`config.mk`:
```
export PLATFORM = sky130hd
export DESIGN_NAME = i2c_cmd_seq
export DESIGN_NICKNAME = d
export VERILOG_FILES = /design/src/rtl/i2cseq_pkg.sv /design/src/rtl/seq_cmd_fifo.sv /design/src/rtl/seq_ctrl.sv /design/src/rtl/seq_events.sv /design/src/rtl/i2c_cmd_seq.sv
export SDC_FILE = /design/constraint.sdc
export NUM_CORES = 1
export LEC_CHECK = 0
export BUFFER_PORTS_ARGS = -buffer_cell sky130_fd_sc_hd__buf_2
export CELL_PAD_IN_SITES_DETAIL_PLACEMENT = 0
export CELL_PAD_IN_SITES_GLOBAL_PLACEMENT = 1
export CORE_ASPECT_RATIO = 0.7
export CORE_MARGIN = 2
export CORE_UTILIZATION = 46
export DETAILED_ROUTE_END_ITERATION = 6
export GPL_ROUTABILITY_DRIVEN = 1
export PLACE_DENSITY_LB_ADDON = 0.1
export SYNTH_ARGS = -nofsm -noshare
export SYNTH_HDL_FRONTEND = slang
export SYNTH_SLANG_ARGS = --single-unit
export TNS_END_PERCENT = 1
```
`constraint.sdc`:
```
create_clock -name clk -period 2.5 [get_ports clk]
set_input_delay 0.125 -clock clk [delete_from_list [all_inputs] [get_ports clk]]
set_output_delay 0.125 -clock clk [all_outputs]
set_load 0.1 [all_outputs]
```
`src/rtl/i2cseq_pkg.sv`:
```
package i2cseq_pkg;

   typedef enum logic [1:0] {
      OP_START = 2'd0,
      OP_STOP  = 2'd1,
      OP_WRITE = 2'd2,
      OP_READ  = 2'd3
   } eng_op_e;

   typedef enum logic [3:0] {
      ST_IDLE,
      ST_HOLD,
      ST_START,
      ST_ADDR,
      ST_WDATA,
      ST_COUNT,
      ST_READ,
      ST_STOP,
      ST_DRAIN
   } seq_state_e;

endpackage

```
`src/rtl/seq_cmd_fifo.sv`:
```
module seq_cmd_fifo #(
   parameter  int DEPTH = 16,
   parameter  int WW    = 10,
   localparam int AW    = $clog2(DEPTH)
) (
   input  logic          clk,
   input  logic          rst_n,
   input  logic          flush,
   input  logic          push,
   input  logic [WW-1:0] push_word,
   input  logic          pop,
   output logic [WW-1:0] head_word,
   output logic [AW:0]   count,
   output logic          push_ok,
   output logic          pop_ok
);

   localparam logic [AW:0] CNT_FULL = (AW+1)'(DEPTH);

   logic [WW-1:0] store [DEPTH];
   logic [AW-1:0] wr_ptr;
   logic [AW-1:0] rd_ptr;

   assign push_ok   = push && !flush && (count != CNT_FULL);
   assign pop_ok    = pop && !flush && (count != '0);
   assign head_word = store[rd_ptr];

   always_ff @(posedge clk) begin
      if (push_ok) begin
         store[wr_ptr] <= push_word;
      end
   end

   always_ff @(posedge clk or negedge rst_n) begin
      if (!rst_n) begin
         wr_ptr <= '0;
         rd_ptr <= '0;
         count  <= '0;
      end else if (flush) begin
         wr_ptr <= '0;
         rd_ptr <= '0;
         count  <= '0;
      end else begin
         if (push_ok) begin
            wr_ptr <= wr_ptr + 1'b1;
         end
         if (pop_ok) begin
            rd_ptr <= rd_ptr + 1'b1;
         end
         if (push_ok && !pop_ok) begin
            count <= count + 1'b1;
         end else if (pop_ok && !push_ok) begin
            count <= count - 1'b1;
         end
      end
   end

endmodule

```
`src/rtl/seq_ctrl.sv`:
```
module seq_ctrl
   import i2cseq_pkg::*;
#(
   parameter  int DW = 8,
   localparam int WW = DW + 2
) (
   input  logic          clk,
   input  logic          rst_n,
   input  logic          flush,
   input  logic          fifo_empty,
   input  logic [WW-1:0] head_word,
   output logic          pop,
   output logic          eng_req,
   output eng_op_e       eng_op,
   output logic [DW-1:0] eng_wbyte,
   output logic          eng_nack_out,
   input  logic          eng_done,
   input  logic          eng_nack_in,
   input  logic [DW-1:0] eng_rbyte,
   output logic          rx_valid,
   output logic [DW-1:0] rx_byte,
   output logic          err_pulse,
   output logic          stop_pulse
);

   seq_state_e    state;
   logic [DW-1:0] cur_byte;
   logic          cur_stop;
   logic [DW-1:0] remain;
   logic          drain_q;

   logic          head_start;
   logic          head_stop;
   logic [DW-1:0] head_byte;

   assign head_byte  = head_word[DW-1:0];
   assign head_start = head_word[DW];
   assign head_stop  = head_word[DW+1];

   always_comb begin
      pop = 1'b0;
      unique case (state)
         ST_IDLE, ST_HOLD, ST_COUNT: pop = !fifo_empty;
         ST_DRAIN:                   pop = !fifo_empty && !head_start;
         default:                    pop = 1'b0;
      endcase
   end

   always_comb begin
      eng_req = 1'b0;
      eng_op  = OP_WRITE;
      unique case (state)
         ST_START: begin eng_req = 1'b1; eng_op = OP_START; end
         ST_STOP:  begin eng_req = 1'b1; eng_op = OP_STOP;  end
         ST_READ:  begin eng_req = 1'b1; eng_op = OP_READ;  end
         ST_ADDR, ST_WDATA: begin eng_req = 1'b1; eng_op = OP_WRITE; end
         default:  begin eng_req = 1'b0; eng_op = OP_WRITE; end
      endcase
   end

   assign eng_wbyte    = cur_byte;
   assign eng_nack_out = (state == ST_READ) && (remain == DW'(1));

   always_ff @(posedge clk or negedge rst_n) begin
      if (!rst_n) begin
         state      <= ST_IDLE;
         cur_byte   <= '0;
         cur_stop   <= 1'b0;
         remain     <= '0;
         drain_q    <= 1'b0;
         rx_valid   <= 1'b0;
         rx_byte    <= '0;
         err_pulse  <= 1'b0;
         stop_pulse <= 1'b0;
      end else begin
         rx_valid   <= 1'b0;
         err_pulse  <= 1'b0;
         stop_pulse <= 1'b0;
         if (flush) begin
            state   <= ST_IDLE;
            drain_q <= 1'b0;
         end else begin
            unique case (state)
               ST_IDLE: begin
                  if (!fifo_empty && head_start) begin
                     cur_byte <= head_byte;
                     cur_stop <= head_stop;
                     state    <= ST_START;
                  end
               end
               ST_HOLD: begin
                  if (!fifo_empty) begin
                     cur_byte <= head_byte;
                     cur_stop <= head_stop;
                     state    <= head_start ? ST_START : ST_WDATA;
                  end
               end
               ST_START: begin
                  if (eng_done) begin
                     state <= ST_ADDR;
                  end
               end
               ST_ADDR: begin
                  if (eng_done) begin
                     if (eng_nack_in) begin
                        err_pulse <= 1'b1;
                        drain_q   <= 1'b1;
                        state     <= ST_STOP;
                     end else if (cur_byte[0]) begin
                        state <= ST_COUNT;
                     end else begin
                        state <= cur_stop ? ST_STOP : ST_HOLD;
                     end
                  end
               end
               ST_WDATA: begin
                  if (eng_done) begin
                     if (eng_nack_in) begin
                        err_pulse <= 1'b1;
                        drain_q   <= 1'b1;
                        state     <= ST_STOP;
                     end else begin
                        state <= cur_stop ? ST_STOP : ST_HOLD;
                     end
                  end
               end
               ST_COUNT: begin
                  if (!fifo_empty) begin
                     remain   <= head_byte;
                     cur_stop <= head_stop;
                     if (head_byte == '0) begin
                        state <= head_stop ? ST_STOP : ST_HOLD;
                     end else begin
                        state <= ST_READ;
                     end
                  end
               end
               ST_READ: begin
                  if (eng_done) begin
                     rx_valid <= 1'b1;
                     rx_byte  <= eng_rbyte;
                     remain   <= remain - 1'b1;
                     if (remain == DW'(1)) begin
                        err_pulse <= 1'b1;
                        state     <= cur_stop ? ST_STOP : ST_HOLD;
                     end
                  end
               end
               ST_STOP: begin
                  if (eng_done) begin
                     stop_pulse <= 1'b1;
                     drain_q    <= 1'b0;
                     state      <= drain_q ? ST_DRAIN : ST_IDLE;
                  end
               end
               ST_DRAIN: begin
                  if (fifo_empty || head_start) begin
                     state <= ST_IDLE;
                  end
               end
               default: state <= ST_IDLE;
            endcase
         end
      end
   end

endmodule

```
`src/rtl/seq_events.sv`:
```
module seq_events #(
   parameter  int DEPTH = 16,
   localparam int AW    = $clog2(DEPTH)
) (
   input  logic        clk,
   input  logic        rst_n,
   input  logic        push_ok,
   input  logic        pop_ok,
   input  logic [AW:0] count,
   output logic        ev_half,
   output logic        ev_empty
);

   localparam logic [AW:0] CNT_ONE     = (AW+1)'(1);
   localparam logic [AW:0] CNT_HALF_P1 = (AW+1)'(DEPTH / 2 + 1);

   logic drain_step;

   assign drain_step = pop_ok && !push_ok;

   always_ff @(posedge clk or negedge rst_n) begin
      if (!rst_n) begin
         ev_half  <= 1'b0;
         ev_empty <= 1'b0;
      end else begin
         ev_half  <= drain_step && (count == CNT_HALF_P1);
         ev_empty <= drain_step && (count == CNT_ONE);
      end
   end

endmodule

```
`src/rtl/i2c_cmd_seq.sv`:
```
module i2c_cmd_seq
   import i2cseq_pkg::*;
#(
   parameter  int DEPTH = 16,
   parameter  int DW    = 8,
   localparam int AW    = $clog2(DEPTH),
   localparam int WW    = DW + 2
) (
   input  logic          clk,
   input  logic          rst_n,
   input  logic          cmd_push,
   input  logic [WW-1:0] cmd_word,
   input  logic          txf_flush,
   output logic          txf_full,
   output logic          txf_empty,
   output logic [AW-1:0] txf_occ,
   output logic          eng_req,
   output logic [1:0]    eng_op,
   output logic [DW-1:0] eng_wbyte,
   output logic          eng_nack_out,
   input  logic          eng_done,
   input  logic          eng_nack_in,
   input  logic [DW-1:0] eng_rbyte,
   output logic          rx_valid,
   output logic [DW-1:0] rx_byte,
   output logic          ev_tx_error,
   output logic          ev_tx_empty,
   output logic          ev_tx_half,
   output logic          ev_bus_idle
);

   localparam logic [AW:0] CNT_FULL = (AW+1)'(DEPTH);

   if (DEPTH < 4 || (DEPTH & (DEPTH - 1)) != 0) begin : g_bad_depth
      $error("i2c_cmd_seq: DEPTH must be a power of two of at least 4");
   end
   if (DW < 2) begin : g_bad_width
      $error("i2c_cmd_seq: DW must be at least 2");
   end

   logic [WW-1:0] head_word;
   logic [AW:0]   count;
   logic          push_ok;
   logic          pop_ok;
   logic          seq_pop;
   eng_op_e       op_sel;
   logic          err_pulse;
   logic          stop_pulse;

   seq_cmd_fifo #(.DEPTH(DEPTH), .WW(WW)) u_fifo (
      .clk       (clk),
      .rst_n     (rst_n),
      .flush     (txf_flush),
      .push      (cmd_push),
      .push_word (cmd_word),
      .pop       (seq_pop),
      .head_word (head_word),
      .count     (count),
      .push_ok   (push_ok),
      .pop_ok    (pop_ok)
   );

   seq_ctrl #(.DW(DW)) u_ctrl (
      .clk          (clk),
      .rst_n        (rst_n),
      .flush        (txf_flush),
      .fifo_empty   (txf_empty),
      .head_word    (head_word),
      .pop          (seq_pop),
      .eng_req      (eng_req),
      .eng_op       (op_sel),
      .eng_wbyte    (eng_wbyte),
      .eng_nack_out (eng_nack_out),
      .eng_done     (eng_done),
      .eng_nack_in  (eng_nack_in),
      .eng_rbyte    (eng_rbyte),
      .rx_valid     (rx_valid),
      .rx_byte      (rx_byte),
      .err_pulse    (err_pulse),
      .stop_pulse   (stop_pulse)
   );

   seq_events #(.DEPTH(DEPTH)) u_events (
      .clk      (clk),
      .rst_n    (rst_n),
      .push_ok  (push_ok),
      .pop_ok   (pop_ok),
      .count    (count),
      .ev_half  (ev_tx_half),
      .ev_empty (ev_tx_empty)
   );

   assign eng_op      = op_sel;
   assign txf_empty   = (count == '0);
   assign txf_full    = (count == CNT_FULL);
   assign txf_occ     = txf_empty ? '0 : AW'(count - 1'b1);
   assign ev_tx_error = err_pulse;
   assign ev_bus_idle = stop_pulse;

endmodule

```
==> key figures <==
Die
  – Width of the die: about 170 um
  – Initial cell density of the core: 0.469
  – Total die area: 20400 sq um
  – Core outline area: 18900 sq um
  – I/O pins: 55
  – Die Y: 120 um
  – # rows: 42

Layout
  – Net count reported at finish: 770
  – Fillers: approximately 1500
  – Highest-count cells in the layout ignoring fill and taps: sky130_fd_sc_hd__edfxtp_1 (160), sky130_fd_sc_hd__buf_4 (71), sky130_fd_sc_hd__nand2_1 (56)
  – Layout overhead on the synthesized area: 22.2%
  – Leading cell type in the layout, fill and taps excluded: sky130_fd_sc_hd__edfxtp_1
  – Antenna cell count: 0
  – Final core area utilization: 0.574
  – Post-route cell area: around 11000 sq um
  – Fraction of layout cells with a size suffix above 1: 0.294

Place
  – DP Area: 9910 sq um
  – Total half-perimeter wirelength after legalization and detailed placement: around 14 mm
  – IO buf count: 54
  – Routability congestion estimate: between 0.8 and 0.9

Hold path
  – Cell depth of the worst min-delay path: 1
  – WHS Endpoint: u_fifo.store[7][1]$_DFFE_PP_
  – Hold_sp: cmd_word[1]
  – Min-delay worst type: in2reg

Drt
  – Post-route ant nets: 0
  – Via density: around 5.5
  – Vias after detailed routing: between 5000 and 6000
  – Violation count after the first detailed-routing iteration: between 600 and 700
  – Per-cell routed wire length: about 21 um
  – Drt first pass iters: 5
  – Remaining routing DRC violations: 0
  – DRT Wirelength: ~20 mm

CTS
  – Clock latency on the worst-skew pair: about 0.5 ns
  – Clock sink count: between 200 and 250
  – Cts bufs inserted: 21
  – Maximum count of clock buffers along a single path: 3
  – Clock tree from TritonCTS: yes
  – CTS H-tree lvls: 1
  – Clock transition at the register clock pins on the worst setup and hold paths after CTS: 0.07 ns
  – Master cell of the clock root buffer: sky130_fd_sc_hd__clkbuf_16

Status
  – Violations in the final reports: negative setup slack
  – Outcome: complete, but fails checks

Power
  – Leak Pwr: a little over 4 nW
  – Total power: between 0.01 and 0.015 W
  – Highest ir drop seen on vdd: ~0.66 mV
  – Share of total power consumed by net switching: 0.375
  – PwrDens: about 1100 nW/um^2
  – Switch Pwr: between 0.004 and 0.005 W
  – Internal: roughly 0.0076 W
  – Combinational power share: 0.410
  – Seq pwr share: 0.345
  – Share of power burned in the clock network: 0.245

GRT
  – Number of global-route vias before repair: 5421
  – Overall global routing resource usage: 0.204
  – Global-route wire length before repair: roughly 31 mm
  – Largest net degree at the start of global routing: a little under 50
  – Global-route congestion overflow total: 0
  – Initial antenna violation count: 0

Worst setup path
  – Destination of the worst register-to-register timing path: u_ctrl.state[1]$_DFFE_PN0P_
  – Crit Path Category: reg2reg
  – Data required time of the worst path: 2.86 ns
  – Crit Reg-Reg Startpoint: u_fifo.rd_ptr[0]$_DFFE_PN0P_
  – Critical Path Fanout Max: 7
  – Critical Path End Type: flip-flop
  – Critical path data arrival time: around 3.0 ns
  – Type of element launching the critical path: flip-flop
  – Depth of the worst register-to-register path: 9
  – Worst-case register-to-register setup slack: -0.12 ns

Timing
  – Worst clock skew: roughly 0.013 ns
  – Max Transition Viols Final: 0
  – Worst Max-Slew Pin Slew: around 0.63 ns
  – Final WS setup: -0.122 ns
  – Final Hold Slack: between 0.009 and 0.01 ns
  – Crit path time final: around 2.6 ns
  – Hold Fails Final Rpt: 0
  – Setup violators final: 14
  – Highest attainable clock frequency: 381 MHz
  – RSZ-0062 raised after global routing: yes
  – Final period utilization: 1.05
  – Worst max-slew margin expressed relative to the limit: 0.577
  – Setup_tns: -0.943 ns

Synthesis
  – Most frequently used flop master after synthesis: sky130_fd_sc_hd__edfxtp_1
  – Count of yosys warnings during synthesis: 0
  – Unique cell type count in the Yosys netlist: 53
  – Async set-reset flop share out of synthesis: 0.231
  – Register bit total from synthesis: around 210
  – Synth Net Count: 630
  – Share of the synthesized area in the top cell type: 0.543
  – Cell taking the most area after synthesis: sky130_fd_sc_hd__edfxtp_1
  – Number of flops mapped to enable cells by yosys: 160
  – Top area cells in the synthesized netlist: sky130_fd_sc_hd__edfxtp_1 (54%), sky130_fd_sc_hd__dfrtp_1 (14%), sky130_fd_sc_hd__mux4_2 (7.6%)
  – Avg Inst Size Synth: 14.9 sq um
  – Mapped Area: 8850 sq um
  – Sequential fraction of the synthesis area: 0.678
  – Post-synthesis cell count: roughly 600

Job
  – Max_cap viols: 0
## power groups by stage
stage                     Clock, W  Sequential, W  Combinational (W)
after floorplan                  0        0.00484            0.00284
after global placement           0        0.00426            0.00474
after detailed placement         0        0.00427            0.00480
after CTS                  0.00306        0.00420            0.00500
after global routing       0.00322        0.00423            0.00532
final                      0.00298        0.00420            0.00500
## flip-flops by register name, summed over array words and instances (netlist names)
| signal | count |
|---|---|
| u_fifo.rd_ptr | 4 |
| u_ctrl.stop_pulse | 1 |
| u_ctrl.rx_valid | 1 |
| u_ctrl.drain_q | 1 |
| u_events.ev_half | 1 |
| u_ctrl.state | 4 |
| u_fifo.store | 160 |
| u_ctrl.remain | 8 |
| u_ctrl.err_pulse | 1 |
| u_events.ev_empty | 1 |
| u_ctrl.rx_byte | 8 |
| u_fifo.wr_ptr | 4 |
| u_ctrl.eng_wbyte | 8 |
| u_ctrl.cur_stop | 1 |
| u_fifo.count | 5 |
## final cells by class
type	instances	area, sq um	share of cell area
sequential	208	6010	0.555
timing repair buffer	146	1060	0.0978
clock inverter	8	92.6	0.00856
multi-input combinational	344	2750	0.254
tap	242	303	0.0280
clock buffer	28	552	0.0510
inverter	14	52.6	0.00486
## worst max path at each step
stage / end / startpoint / slack [ns] / cells past startpoint
CTS: u_ctrl.state[1]$_DFFE_PN0P_ / u_fifo.rd_ptr[0]$_DFFE_PN0P_ / -0.09 / 8
floorplan: u_fifo.count[4]$_DFFE_PN0P_ / u_fifo.count[0]$_DFFE_PN0P_ / -0.37 / 9
global route: u_ctrl.state[1]$_DFFE_PN0P_ / u_fifo.rd_ptr[0]$_DFFE_PN0P_ / -0.22 / 8
detailed placement: u_ctrl.state[2]$_DFFE_PN0P_ / u_fifo.rd_ptr[0]$_DFFE_PN0P_ / -0.21 / 8
finish: u_ctrl.state[1]$_DFFE_PN0P_ / u_fifo.rd_ptr[0]$_DFFE_PN0P_ / -0.12 / 9
global placement: u_ctrl.state[1]$_DFFE_PN0P_ / u_fifo.rd_ptr[0]$_DFFE_PN0P_ / -0.12 / 8
## through the flow
step,instances,worst slack [ns]
after floorplan,595,-0.372
after global placement,936,-0.120
after detailed placement,936,-0.213
after CTS,988,-0.0931
after global routing,990,-0.221
final,990,-0.122
## critical path: stages, from the launching register on
cell and delay, ns:
sky130_fd_sc_hd__dfrtp_4 0.56, sky130_fd_sc_hd__buf_12 0.16, sky130_fd_sc_hd__buf_12 0.13, sky130_fd_sc_hd__mux4_2 0.45
sky130_fd_sc_hd__a221oi_4 0.32, sky130_fd_sc_hd__buf_4 0.20, sky130_fd_sc_hd__o21ai_0 0.08, sky130_fd_sc_hd__nand3_1 0.17
sky130_fd_sc_hd__nor3_1 0.09, sky130_fd_sc_hd__a221o_1 0.34
## timing repair
action | in CTS | in global routing
endpoints found under the hold margin | 72 | 0
resized for setup | 14 | 1
buffers inserted | 3 | 2
hold buffers | 13 | 0
setup endpoints to repair | 16 | 24
pin swaps | 11 | 0
## cells by family (layout without fill, tap and decap cells)
group	Yosys count	after routing	share of synthesized area
and+or+nand+nor	182	182	0.0969
buffers and inverters	43	196	0.0232
AOI/OAI and AO/OA	75	75	0.0584
DFF	208	208	0.678
xor gates and xnor gates	13	13	0.0129
muxes	62	62	0.114
adders and majority gates	12	12	0.0167
## metal layers
layer / part of all wire / wire length (um) / vias up / GRT usage
met1: 0.48 / 9710 / 2749 / 0.314
met5: 0 / 0 / - / 0
met2: 0.44 / 8980 / 165 / 0.306
met3: 0.060 / 1220 / 34 / 0.0366
met4: 0.019 / 391 / 0 / 0.0433
li1: - / - / 2537 / -
## Yosys cell counts (all sizes together), types with 11 or more instances
master,instances
edfxtp,160
nand2,57
nor2,56
dfrtp,48
mux4,30
mux2i,23
clkbuf,19
o21ai,18
a22oi,15
a21oi,13
inv,13
nor3,13
a221oi,12
ha,11
Note: power is estimated with default switching activity, not from simulation.
